--- config.mk ---
export PLATFORM = sky130hd
export DESIGN_NAME = node_status_tree
export DESIGN_NICKNAME = d
export VERILOG_FILES = /design/src/rtl/nst_pkg.sv /design/src/rtl/nst_set.sv /design/src/rtl/node_status_tree.sv
export SDC_FILE = /design/constraint.sdc
export NUM_CORES = 1
export LEC_CHECK = 0
export ABC_AREA = 1
export BUFFER_PORTS_ARGS = -buffer_cell sky130_fd_sc_hd__buf_2
export CAP_MARGIN = 10
export CORE_UTILIZATION = 58
export CTS_BUF_LIST = sky130_fd_sc_hd__clkbuf_16
export DETAILED_ROUTE_END_ITERATION = 16
export PLACE_DENSITY = 0.76
export SETUP_SLACK_MARGIN = 0.05
export SLEW_MARGIN = 10
export SYNTH_ARGS = -nofsm -noshare
export SYNTH_HDL_FRONTEND = slang
export SYNTH_SLANG_ARGS = --single-unit
--- constraint.sdc ---
create_clock -name clk -period 1.41 [get_ports clk]
set_input_delay 0.3525 -clock clk [delete_from_list [all_inputs] [get_ports clk]]
set_output_delay 0.3525 -clock clk [all_outputs]
set_load 0.005 [all_outputs]
--- src/rtl/nst_pkg.sv ---
package nst_pkg;

   typedef enum logic [1:0] {
      SEL_COND   = 2'd0,
      SEL_EVENT  = 2'd1,
      SEL_ENABLE = 2'd2,
      SEL_NONE   = 2'd3
   } reg_sel_e;

   // Bits that exist in set s: the extension bit plus node bits that map to a real node.
   function automatic int unsigned impl_mask(input int s, input int nps, input int nodes);
      int unsigned m;
      m = 1;
      for (int b = 1; b <= nps; b++) begin
         if (s * nps + b - 1 < nodes) m = m | (32'd1 << b);
      end
      return m;
   endfunction

endpackage

--- src/rtl/nst_set.sv ---
module nst_set #(
   parameter int               REG_W = 16,
   parameter logic [REG_W-1:0] MASK  = '1
) (
   input  logic             clk,
   input  logic             rst_n,
   input  logic [REG_W-1:0] cond_i,
   input  logic             clr_i,
   input  logic             wr_i,
   input  logic [REG_W-1:0] wdata_i,
   output logic [REG_W-1:0] event_o,
   output logic [REG_W-1:0] enable_o,
   output logic             summary_o
);
   logic [REG_W-1:0] cond_q;
   logic [REG_W-1:0] ev_q;
   logic [REG_W-1:0] en_q;
   logic [REG_W-1:0] rise_w;

   assign rise_w = cond_i & ~cond_q & MASK;

   always_ff @(posedge clk or negedge rst_n) begin
      if (!rst_n) begin
         cond_q <= '0;
         ev_q   <= '0;
         en_q   <= '0;
      end else begin
         cond_q <= cond_i & MASK;
         // a fresh edge survives a clear in the same cycle
         ev_q   <= (clr_i ? '0 : ev_q) | rise_w;
         if (wr_i) en_q <= wdata_i & MASK;
      end
   end

   assign event_o   = ev_q;
   assign enable_o  = en_q;
   assign summary_o = |(ev_q & en_q);
endmodule

--- src/rtl/node_status_tree.sv ---
module node_status_tree
   import nst_pkg::*;
#(
   parameter int NODES     = 64,
   parameter int REG_W     = 16,
   parameter int NUM_SETS  = 5,
   parameter int SET_SEL_W = 3
) (
   input  logic                 clk,
   input  logic                 rst_n,
   input  logic [NODES-1:0]     node_cond_i,
   input  logic                 clr_all_i,
   input  logic [SET_SEL_W-1:0] acc_set_i,
   input  logic [1:0]           acc_reg_i,
   input  logic                 acc_wr_i,
   input  logic                 acc_rd_i,
   input  logic [REG_W-1:0]     acc_wdata_i,
   output logic [REG_W-1:0]     acc_rdata_o,
   output logic                 rqs_o
);
   localparam int NPS = REG_W - 2;

   if (NUM_SETS * NPS < NODES) begin : g_err_cover
      $error("node_status_tree: sets cannot hold all nodes");
   end
   if (NUM_SETS > (1 << SET_SEL_W)) begin : g_err_sel
      $error("node_status_tree: set select too narrow");
   end
   if (REG_W > 32 || REG_W < 3) begin : g_err_width
      $error("node_status_tree: register width out of range");
   end

   logic [NUM_SETS-1:0][REG_W-1:0] cond_w;
   logic [NUM_SETS-1:0][REG_W-1:0] ev_w;
   logic [NUM_SETS-1:0][REG_W-1:0] en_w;
   logic [NUM_SETS-1:0]            sum_w;
   logic [NUM_SETS-1:0]            clr_w;
   logic [NUM_SETS-1:0]            wr_w;
   logic [REG_W-1:0]               rd_val;

   for (genvar s = 0; s < NUM_SETS; s++) begin : g_set
      localparam logic [REG_W-1:0] MASK = REG_W'(impl_mask(s, NPS, NODES));

      // extension bit: fed by the next set, tied off at the end of the chain
      if (s == NUM_SETS - 1) begin : g_tail
         assign cond_w[s][0] = 1'b0;
      end else begin : g_link
         assign cond_w[s][0] = sum_w[s+1];
      end

      for (genvar b = 1; b < REG_W; b++) begin : g_bit
         localparam int IDX = s * NPS + b - 1;
         if (b <= NPS && IDX < NODES) begin : g_node
            assign cond_w[s][b] = node_cond_i[IDX];
         end else begin : g_unused
            assign cond_w[s][b] = 1'b0;
         end
      end

      assign clr_w[s] = clr_all_i |
                        (acc_rd_i && acc_set_i == SET_SEL_W'(s) && acc_reg_i == SEL_EVENT);
      assign wr_w[s]  = acc_wr_i && acc_set_i == SET_SEL_W'(s) && acc_reg_i == SEL_ENABLE;

      nst_set #(
         .REG_W (REG_W),
         .MASK  (MASK)
      ) i_set (
         .clk       (clk),
         .rst_n     (rst_n),
         .cond_i    (cond_w[s]),
         .clr_i     (clr_w[s]),
         .wr_i      (wr_w[s]),
         .wdata_i   (acc_wdata_i),
         .event_o   (ev_w[s]),
         .enable_o  (en_w[s]),
         .summary_o (sum_w[s])
      );
   end

   assign rqs_o = sum_w[0];

   always_comb begin
      rd_val = '0;
      for (int s = 0; s < NUM_SETS; s++) begin
         if (acc_set_i == SET_SEL_W'(s)) begin
            case (acc_reg_i)
               SEL_COND:   rd_val = cond_w[s];
               SEL_EVENT:  rd_val = ev_w[s];
               SEL_ENABLE: rd_val = en_w[s];
               default:    rd_val = '0;
            endcase
         end
      end
   end

   always_ff @(posedge clk or negedge rst_n) begin
      if (!rst_n)        acc_rdata_o <= '0;
      else if (acc_rd_i) acc_rdata_o <= rd_val;
   end
endmodule

==> impl_results.md, run 1 <==
- Status: finished, violations left
- Violated checks: negative setup slack
- H-tree depth: 1
- Mux cell area share after synthesis: 0
- Final Util: 0.827
- DRT antenna net count: 0
- Setup_tns: -987 ps
- Most used routing layer: met2
- Met3 GRT Util: 0.0865
- Clock Sinks: 220
- Met2 usage: 0.636
- Final worst slack: -735 ps
- Clock transition at path regs: 60 ps
- R2R cell count: 10
- Register bit count reported by yosys: 220
- Worst path required time: 1060 ps
- # port buffers: 104
- Die area: 17000 sq um
- DR pass1 iterations: 6
- Peak supply drop: 0.00118 V
- Sink of the worst hold path: g_set[0].i_set.event_o[13]
- WL/cell: 20.7 um
- Row cnt: 46
- Fillers: 964
- Max Root-Sink Buffers: 3
- FF-to-FF End: acc_rdata_o[0]
- Largest family of logic cells by synthesized area: compound AO/OA/AOI/OAI gates
- Core ar.: 16000 sq um
- Pwr dens: 1320 nW/um^2
- Reg2reg start: g_set[1].i_set.enable_o[9]
- Max-slew violation count: 0
- Hold slack final: 130 ps
- Final cell count without fillers: 1641
- Max cap viols: 0
- Hpwl dp: 21.7 mm
- Layout Area Growth over Synthesis: 38.6%
- Sequential share of the synthesized area: 0.577
- Share of layout cells above drive strength 1: 0.258
- Vias per cell: 5.89
- Critical path's top delay family: flip-flops
- Met1 Use GR: 0.515
- DR vias: 9668
- Most common cell after layout, fill and taps aside: nand2_1
- Hold Startpoint: node_cond_i[12]
- Worst reg2reg setup slack: -70 ps
- Skew-Pair Late Insertion Delay: 520 ps
- DP Cell Count: 1521
- Top cell by count, worst path: nand2_2
- Initial Util: 0.597
- Num CTS Buffers: 24
- Hold Fails Final Rpt: 0
- Max Clock Skew: 11.7 ps
- Post-synthesis adder-cell area fraction: 0
- Slew @ Worst Pin: 500 ps
- Finish-stage setup viols: 10
- Hold path depth: 3
- Crit path capture type: output port
- Total power draw: 17.4 mW
- Yosys cell types: 32
- Drc violations: 0
- # nets final: 1498
- Syn. warnings: 0
- Complex-gate fraction of the synthesized area: 0.175
- Net Count, Synth: 1186
- CP startpoint kind: flip-flop
- Top-level I/O count: 107
- Post-synthesis cell count: 1096
- RSZ-0062 raised after global routing: true
- Max frequency: 466 MHz
- Worst slew margin: 0.666
- GPL Wtd Cong: 0.966
- Most frequent cells in the layout: nand2_1, dfrtp_1, inv_1, buf_4, o21ai_0
- HP Class: in -> reg
- Delay of the slowest critical-path stage: 390 ps
- Vias in the first global route: 9536
- Initial antenna violation count: 1
- Final Cell Area: 13200 sq um
- GRT overflow: 0
- Chip Width: 130 um
- WP data arrival: 1790 ps
- Period utilization: 1.52
- Critical path type: reg -> out
- Clock root buffer: clkbuf_16
- Simple-Gate Fraction of Synth Area: 0.148
- Critical Path Fanout Max: 2
- Crit-path cells: nand2_1, nand2_2, a2111oi_4, buf_4, nand2_2, buf_6
- Dpl cell area: 11400 sq um
- Pre-CTS setup slack: -561 ps
- Drt total wl: 34.0 mm
- Static leakage: 6.76 nW
- First-pass GRT wire length: 50.5 mm
- Worst Path Buf+Inv: 2
- 1st-iter DRT viols: 1051
- # diodes: 0
- Largest net degree at the start of global routing: 44
- CTS tree: yes
- Synth Area in XOR/XNOR: 0
- Cell Area, Synth: 9550 sq um
- Slowest stage cell, crit path: dfrtp_1
- GRT Total Usage: 0.404
- Tmin final: 2150 ps
- Mapped Avg Cell Area: 8.71 sq um
- Die height: 130 um
[synthesized netlist by cell type]
library cell	count	area, sq um
a2111oi_0	1	8.76
a211oi_1	4	30.0
a21oi_1	12	60.1
a221oi_1	4	35.0
a31oi_1	2	12.5
a32o_1	1	10.0
a41oi_1	1	8.76
buf_2	9	45.0
buf_4	11	82.6
buf_6	6	67.6
clkbuf_1	16	60.1
conb_1	1	3.75
dfrtp_1	220	5510
inv_1	179	672
inv_2	4	15.0
inv_4	1	6.26
nand2_1	272	1020
nand2_2	2	12.5
nand2_4	1	11.3
nand3_1	15	75.1
nand4_1	5	31.3
nor2_1	55	206
nor2_2	2	12.5
nor2_4	2	22.5
nor3_1	5	25.0
o2111ai_1	4	35.0
o211ai_1	4	30.0
o21ai_0	150	751
o21ai_1	10	50.1
o21bai_1	1	7.51
o221ai_1	13	114
o22ai_1	83	519
[sequential cells by signal, summed over array words and instances (netlist names)]
name and count:
g_set.i_set.enable_o 69, g_set.i_set.cond_q 68, g_set.i_set.event_o 68, acc_rdata_o 15
[how the worst max path moves through the flow]
stage | cells after the start | to | slack, ps | start
2_1_floorplan | 9 | acc_rdata_o[12] | 60 | acc_set_i[2]
3_3_place_gp | 10 | acc_rdata_o[14] | -540 | acc_reg_i[1]
3_5_place_dp | 10 | acc_rdata_o[14] | -560 | acc_reg_i[1]
4_1_cts | 6 | rqs_o | -730 | g_set[0].i_set.event_o[9]
5_1_grt | 6 | rqs_o | -770 | g_set[0].i_set.event_o[11]
6_report | 6 | rqs_o | -740 | g_set[0].i_set.event_o[11]
[area by class of cell]
cell class                 count  area [sq um]  share of cell area
timing repair buffer         328          2660               0.201
sequential                   220          5510               0.416
clock inverter                18           186              0.0141
clock buffer                  25           626              0.0473
tap                          216           270              0.0204
multi-input combinational    650          3290               0.248
inverter                     184           696              0.0526
[cells by family after synthesis]
kind of cell	count (synthesis)
buffers and inverters	226
DFF	220
and+or+nand+nor	359
AOI/OAI and AO/OA	290
other	1
[routing by layer]
metal	up-vias	routed length, um
li1	4200	-
met1	4632	12500
met2	676	15600
met3	160	3540
met4	0	2420
met5	-	0
[worst register-to-register path: cells and delay by family (launching register included)]
family,cells,cell delay (ps)
AO/OA/AOI/OAI,2,130
AND/OR/NAND/NOR,8,840
flip-flops,1,390
[power breakdown]
group,switching [mW],internal (mW),leakage (nW),total (mW)
clock network,2.59,3.93,0.409,6.52
logic,1.84,1.48,3.64,3.32
registers,0.492,7.09,2.71,7.58
[repair_timing]
action                                  CTS  global route
hold buffers                             65             0
cloned                                    0             2
setup buffers                             8             7
endpoints found under the hold margin    94             0
resized for setup                        22            79
pin swaps                                 5            42
endpoints found under the setup margin   24            65
No activity file was read; power rests on OpenSTA's default activity.
==> run 2, diff against run 1 <==
--- a/config.mk
+++ b/config.mk
@@ -8,6 +8,7 @@
 export ABC_AREA = 1
 export BUFFER_PORTS_ARGS = -buffer_cell sky130_fd_sc_hd__buf_2
 export CAP_MARGIN = 10
+export CORE_MARGIN = 10
 export CORE_UTILIZATION = 58
 export CTS_BUF_LIST = sky130_fd_sc_hd__clkbuf_16
 export DETAILED_ROUTE_END_ITERATION = 16
==> run 2 against run 1 <==
Flip-flop and latch count unchanged. Hold slack worse by 100 ps. Setup slack better by 56 ps. Non-clock buffer count down 10. The flow still finishes with violations (negative setup slack). Global-route usage down 11 points. Count of clock-buffer cells in the layout down 2. Sequential power about the same. Routed wire length down 1.2%. First-iteration DRC count up 23%. Combinational power down 4%. Utilization down 2.2 points.
==> impl_results.md, run 2 (synthesis gave the netlist of run 1 again) <==
- # port buffers: 104 (unchanged)
- Num CTS Buffers: 23 (-4.2%)
- WP data arrival: 1740 ps (-50 ps)
- Final worst slack: -679 ps (+56.4 ps)
- Core ar.: 16000 sq um (unchanged)
- Drt total wl: 33.6 mm (-1.2%)
- WL/cell: 20.6 um (-0.48%)
- GRT overflow: 0 (unchanged)
- Worst path required time: 1060 ps (about the same)
- Critical path type: reg -> out
- Tmin final: 2090 ps (-56.4 ps)
- RSZ-0062 raised after global routing: true
- Max frequency: 479 MHz (+2.7%)
- Pwr dens: 1260 nW/um^2 (-4.5%)
- Finish-stage setup viols: 7 (-3)
- H-tree depth: 1 (unchanged)
- Max cap viols: 0 (unchanged)
- Crit-path cells: inv_2, o22ai_4, a2111oi_4, buf_4, nand2_2, buf_6
- HP Class: in -> reg
- CP startpoint kind: flip-flop
- Largest register FFs: 69 (unchanged)
- Hold slack final: 26.1 ps (-104 ps)
- Hold Fails Final Rpt: 0 (unchanged)
- Vias per cell: 5.83 (-1.1%)
- Status: finished, violations left
- Peak supply drop: 0.00126 V (+6.4%)
- Chip Width: 148 um (+14%)
- Skew-Pair Late Insertion Delay: 510 ps (about the same)
- Layout Area Growth over Synthesis: 35.0%
- DR vias: 9489 (-1.9%)
- GPL Wtd Cong: 0.990 (+2.4%)
- GRT Total Usage: 0.295 (-0.108)
- Period utilization: 1.48 (-0.0400)
- Clock Sinks: 220 (unchanged)
- Die area: 22000 sq um (+30%)
- DR pass1 iterations: 7 (+1)
- Static leakage: 6.62 nW (-2.1%)
- First-pass GRT wire length: 51.3 mm (+1.6%)
- # nets final: 1487 (-0.73%)
- Most frequent cells in the layout: nand2_1, dfrtp_1, inv_1, buf_4, o21ai_0
- Share of layout cells above drive strength 1: 0.242 (-0.0162)
- Met3 wire length: 3.51 mm (-0.74%)
- Hpwl dp: 22.1 mm (+2.2%)
- Dpl cell area: 11200 sq um (-1.8%)
- Slowest stage cell, crit path: dfrtp_1
- Max Used Layer: met4
- Violated checks: negative setup slack
- DRT met1 WL: 12.6 mm (+0.44%)
- Initial Util: 0.597 (unchanged)
- Max Root-Sink Buffers: 3 (unchanged)
- Delay of the slowest critical-path stage: 390 ps (about the same)
- Top-level I/O count: 107 (unchanged)
- Max-slew violation count: 0 (unchanged)
- Initial antenna violation count: 0 (-1)
- Drc violations: 0 (unchanged)
- 1st-iter DRT viols: 1291 (+23%)
- Clock root buffer: clkbuf_16
- Row cnt: 46 (unchanged)
- Crit path capture type: output port
- Critical Path Fanout Max: 2 (unchanged)
- Die height: 148 um (+14%)
- CTS tree: yes
- Final Util: 0.805 (-0.0217)
- Vias in the first global route: 9476 (-0.63%)
- Largest net degree at the start of global routing: 52 (+18%)
- Met2 WL: 15.6 mm (+0.31%)
- Most common cell after layout, fill and taps aside: nand2_1
- # diodes: 0 (unchanged)
- Max Clock Skew: 8.07 ps (-3.61 ps)
- Final Cell Area: 12900 sq um (-2.6%)
- Clock transition at path regs: 60 ps (about the same)
- DRT antenna net count: 0 (unchanged)
## run 2: changes by cell type in the layout (fill, tap and decap cells not counted), moves of 5 or more
cell	change
nor2_2	-5
o221ai_1	+5
o221ai_2	-5
o21ai_1	+5
## run 2: final cells by class
class / instances / area, sq um
fillers: 1008 / 3120
clock buffers: 23 / 576
well taps: 216 / 270
inverters: 184 / 696
repair buffers: 318 / 2520
clock inverters: 18 / 80.1
flip-flops and latches: 220 / 5510
multi-input cells: 650 / 3240
## run 2: where the power goes
group	leakage [nW]	total [mW]	internal [mW]	switching, mW
logic	3.56	3.19	1.43	1.76
clock network	0.349	5.43	2.95	2.47
registers	2.71	7.57	7.09	0.484
total	6.62	16.2	11.5	4.72
## run 2: per-layer routing
metal  track usage  vias to the layer above
met3        0.0719                      137
met5             0                        -
met1         0.373                     4533
met4         0.144                        0
li1              -                     4179
met2         0.468                      640
## run 2: metrics by stage
step                      setup WS [ps]  TNS (ps)  std cells  total power, mW
after global routing               -743     -1150       1629             16.8
after global placement             -550    -29310       1498             10.1
after detailed placement           -544    -33520       1498             10.2
after CTS                          -659      -707       1622             15.9
final                              -679      -791       1629             16.2
after floorplan                    60.7         0       1096             8.87
## run 2: path summary, 6_finish.rpt
path	start	to	slack, ps	cells past startpoint
min reg2reg	g_set[3].i_set.cond_q[14]	g_set[3].i_set.event_o[14]	420	1
min	node_cond_i[39]	g_set[2].i_set.cond_q[12]	30	1
max reg2reg	g_set[1].i_set.enable_o[11]	acc_rdata_o[0]	-70	10
max	g_set[0].i_set.enable_o[14]	rqs_o	-680	6
min in group asynchronous	rst_n	g_set[0].i_set.enable_o[3]	310	2
max in group asynchronous	rst_n	g_set[1].i_set.cond_q[1]	550	3
## run 2: timing repair
| item | 4_1_cts | 5_1_grt |
|---|---|---|
| cloned | 0 | 1 |
| pin swaps | 21 | 45 |
| endpoints found under the hold margin | 113 | 0 |
| hold buffers | 64 | 0 |
| gates resized for setup | 31 | 63 |
| endpoints found under the setup margin | 25 | 31 |
| buffers inserted | 19 | 9 |
## run 2: worst max-delay path: cells and delay by family (launching register included)
family                 cells  cell delay (ps)
AOI/OAI and AO/OA          2              400
buffers and inverters      3              380
DFF                        1              390
and+or+nand+nor            1               50
==> run 3, diff against run 2 <==
--- a/config.mk
+++ b/config.mk
@@ -12,7 +12,7 @@
 export CORE_UTILIZATION = 58
 export CTS_BUF_LIST = sky130_fd_sc_hd__clkbuf_16
 export DETAILED_ROUTE_END_ITERATION = 16
-export PLACE_DENSITY = 0.76
+export PLACE_DENSITY_LB_ADDON = 0.25
 export SETUP_SLACK_MARGIN = 0.05
 export SLEW_MARGIN = 10
 export SYNTH_ARGS = -nofsm -noshare
==> run 3 against run 2 <==
The flow still finishes with violations (negative setup slack). Routed wire length rose by 0.18%. Hold slack gained 17 ps. Critical path depth unchanged. Via count decreased by 0.42%. Flip-flop and latch count stayed put. Non-clock buffer count rose by 12. Sequential power about the same. Utilization rose by 1.2 points. Critical path type unchanged. Highest routed layer unchanged.
==> impl_results.md, run 3 (synthesis gave the netlist of run 1 again) <==
- Worst path required time: 1060 ps (about the same)
- DRT antenna net count: 0 (unchanged)
- GPL Wtd Cong: 0.998 (+0.86%)
- GRT overflow: 0 (unchanged)
- Most frequent cells in the layout: nand2_1, dfrtp_1, inv_1, buf_4, o21ai_0
- Chip Width: 148 um (unchanged)
- Pwr dens: 1290 nW/um^2 (+2.5%)
- Num CTS Buffers: 23 (unchanged)
- Critical Path Fanout Max: 2 (unchanged)
- Max cap viols: 0 (unchanged)
- Die area: 22000 sq um (unchanged)
- # nets final: 1499 (+0.81%)
- Vias in the first global route: 9365 (-1.2%)
- Setup_tns: -980 ps (-189 ps)
- Max Clock Skew: 22.2 ps (+14.1 ps)
- Top-level I/O count: 107 (unchanged)
- GRT Total Usage: 0.299 (+0.00389)
- WL/cell: 20.5 um (-0.61%)
- Layout Area Growth over Synthesis: 37.0%
- Largest register FFs: 69 (unchanged)
- Crit-path cells: inv_2, o22ai_2, a2111oi_2, buf_4, nand2_4, buf_6
- Share of layout cells above drive strength 1: 0.252 (+0.0104)
- Row cnt: 46 (unchanged)
- First-pass GRT wire length: 51.6 mm (+0.61%)
- Vias per cell: 5.75 (-1.2%)
- Critical path type: reg -> out
- Crit path capture type: output port
- 1st-iter DRT viols: 1304 (+1.0%)
- Largest net degree at the start of global routing: 49 (-5.8%)
- Delay of the slowest critical-path stage: 400 ps (about the same)
- Clock root buffer: clkbuf_16
- Max-slew violation count: 0 (unchanged)
- Drc violations: 0 (unchanged)
- Most common cell after layout, fill and taps aside: nand2_1
- Tmin final: 2130 ps (+43.5 ps)
- Drt total wl: 33.7 mm (+0.18%)
- Hold Fails Final Rpt: 0 (unchanged)
- CTS tree: yes
- Die height: 148 um (unchanged)
- Initial antenna violation count: 0 (unchanged)
- Max frequency: 469 MHz (-2.0%)
- Final Cell Area: 13100 sq um (+1.5%)
- Max Root-Sink Buffers: 3 (unchanged)
- Peak supply drop: 0.00114 V (-9.5%)
- Period utilization: 1.51 (+0.0309)
- Static leakage: 6.71 nW (+1.5%)
- Initial Util: 0.597 (unchanged)
- DR vias: 9449 (-0.42%)
- Finish-stage setup viols: 10 (+3)
- HP Class: in -> reg
- CP startpoint kind: flip-flop
- # diodes: 0 (unchanged)
- Dpl cell area: 11400 sq um (+1.7%)
- WP data arrival: 1780 ps (+40 ps)
- Status: finished, violations left
- Violated checks: negative setup slack
- # port buffers: 104 (unchanged)
- Skew-Pair Late Insertion Delay: 520 ps (about the same)
- Slowest stage cell, crit path: dfrtp_1
- Clock transition at path regs: 70 ps (about the same)
- DR pass1 iterations: 7 (unchanged)
- Final worst slack: -722 ps (-43.5 ps)
- H-tree depth: 1 (unchanged)
- Hpwl dp: 23.1 mm (+4.4%)
- Clock Sinks: 220 (unchanged)
- RSZ-0062 raised after global routing: true
- Core ar.: 16000 sq um (unchanged)
run 3: through the flow:
stage	instances	power [mW]	util	worst slack [ps]	hold WS, ps
after floorplan	1096	8.87	-	60.7	56.9
after global placement	1516	10.2	0.711	-568	299
after detailed placement	1516	10.3	0.711	-584	297
after CTS	1628	16.6	0.805	-680	0.312
after global routing	1642	17.5	0.818	-813	22.9
final	1642	16.8	0.818	-722	43.6
run 3: routing by layer:
metal | routed length [um] | track usage | up-vias
met5 | 0 | 0 | -
met4 | 1390 | 0.116 | 0
met3 | 3650 | 0.0598 | 104
met2 | 15900 | 0.489 | 631
met1 | 12800 | 0.385 | 4521
li1 | - | - | 4193
run 3: final timing paths:
path / from / end / slack, ps / cells past startpoint
hold reg to reg: g_set[3].i_set.cond_q[10] / g_set[3].i_set.event_o[10] / 420 / 1
max in group asynchronous: rst_n / g_set[4].i_set.cond_q[8] / 520 / 3
setup reg to reg: g_set[0].i_set.enable_o[13] / acc_rdata_o[13] / -20 / 9
hold / removal: node_cond_i[8] / g_set[0].i_set.cond_q[9] / 40 / 1
min in group asynchronous: rst_n / g_set[0].i_set.enable_o[0] / 360 / 2
setup / recovery: g_set[0].i_set.enable_o[13] / rqs_o / -720 / 6
run 3: cell type report:
class / instances / area (sq um)
clock buffer: 23 / 576
clock inverter: 19 / 171
fill: 992 / 2920
inverter: 184 / 697
multi-input combinational: 650 / 3250
sequential: 220 / 5510
tap: 216 / 270
timing repair buffer: 330 / 2610
run 3: timing repair:
item | 4_1_cts | 5_1_grt
buffers inserted | 7 | 14
hold buffers | 63 | 1
resized for setup | 34 | 45
hold endpoints to repair | 98 | 1
pin swaps | 13 | 23
cloned | 0 | 0
setup endpoints to repair | 27 | 34
run 3: power breakdown:
part,switching [mW],leakage (nW),internal (mW)
registers,0.500,2.71,7.08
clock network,2.52,0.383,3.52
logic,1.77,3.62,1.45
run 3: critical path, delay by kind of cell, from the launching register on:
kind	cells	cell delay, ps
compound gates	2	440
buf+inv	3	380
simple gates	1	40
flops	1	400
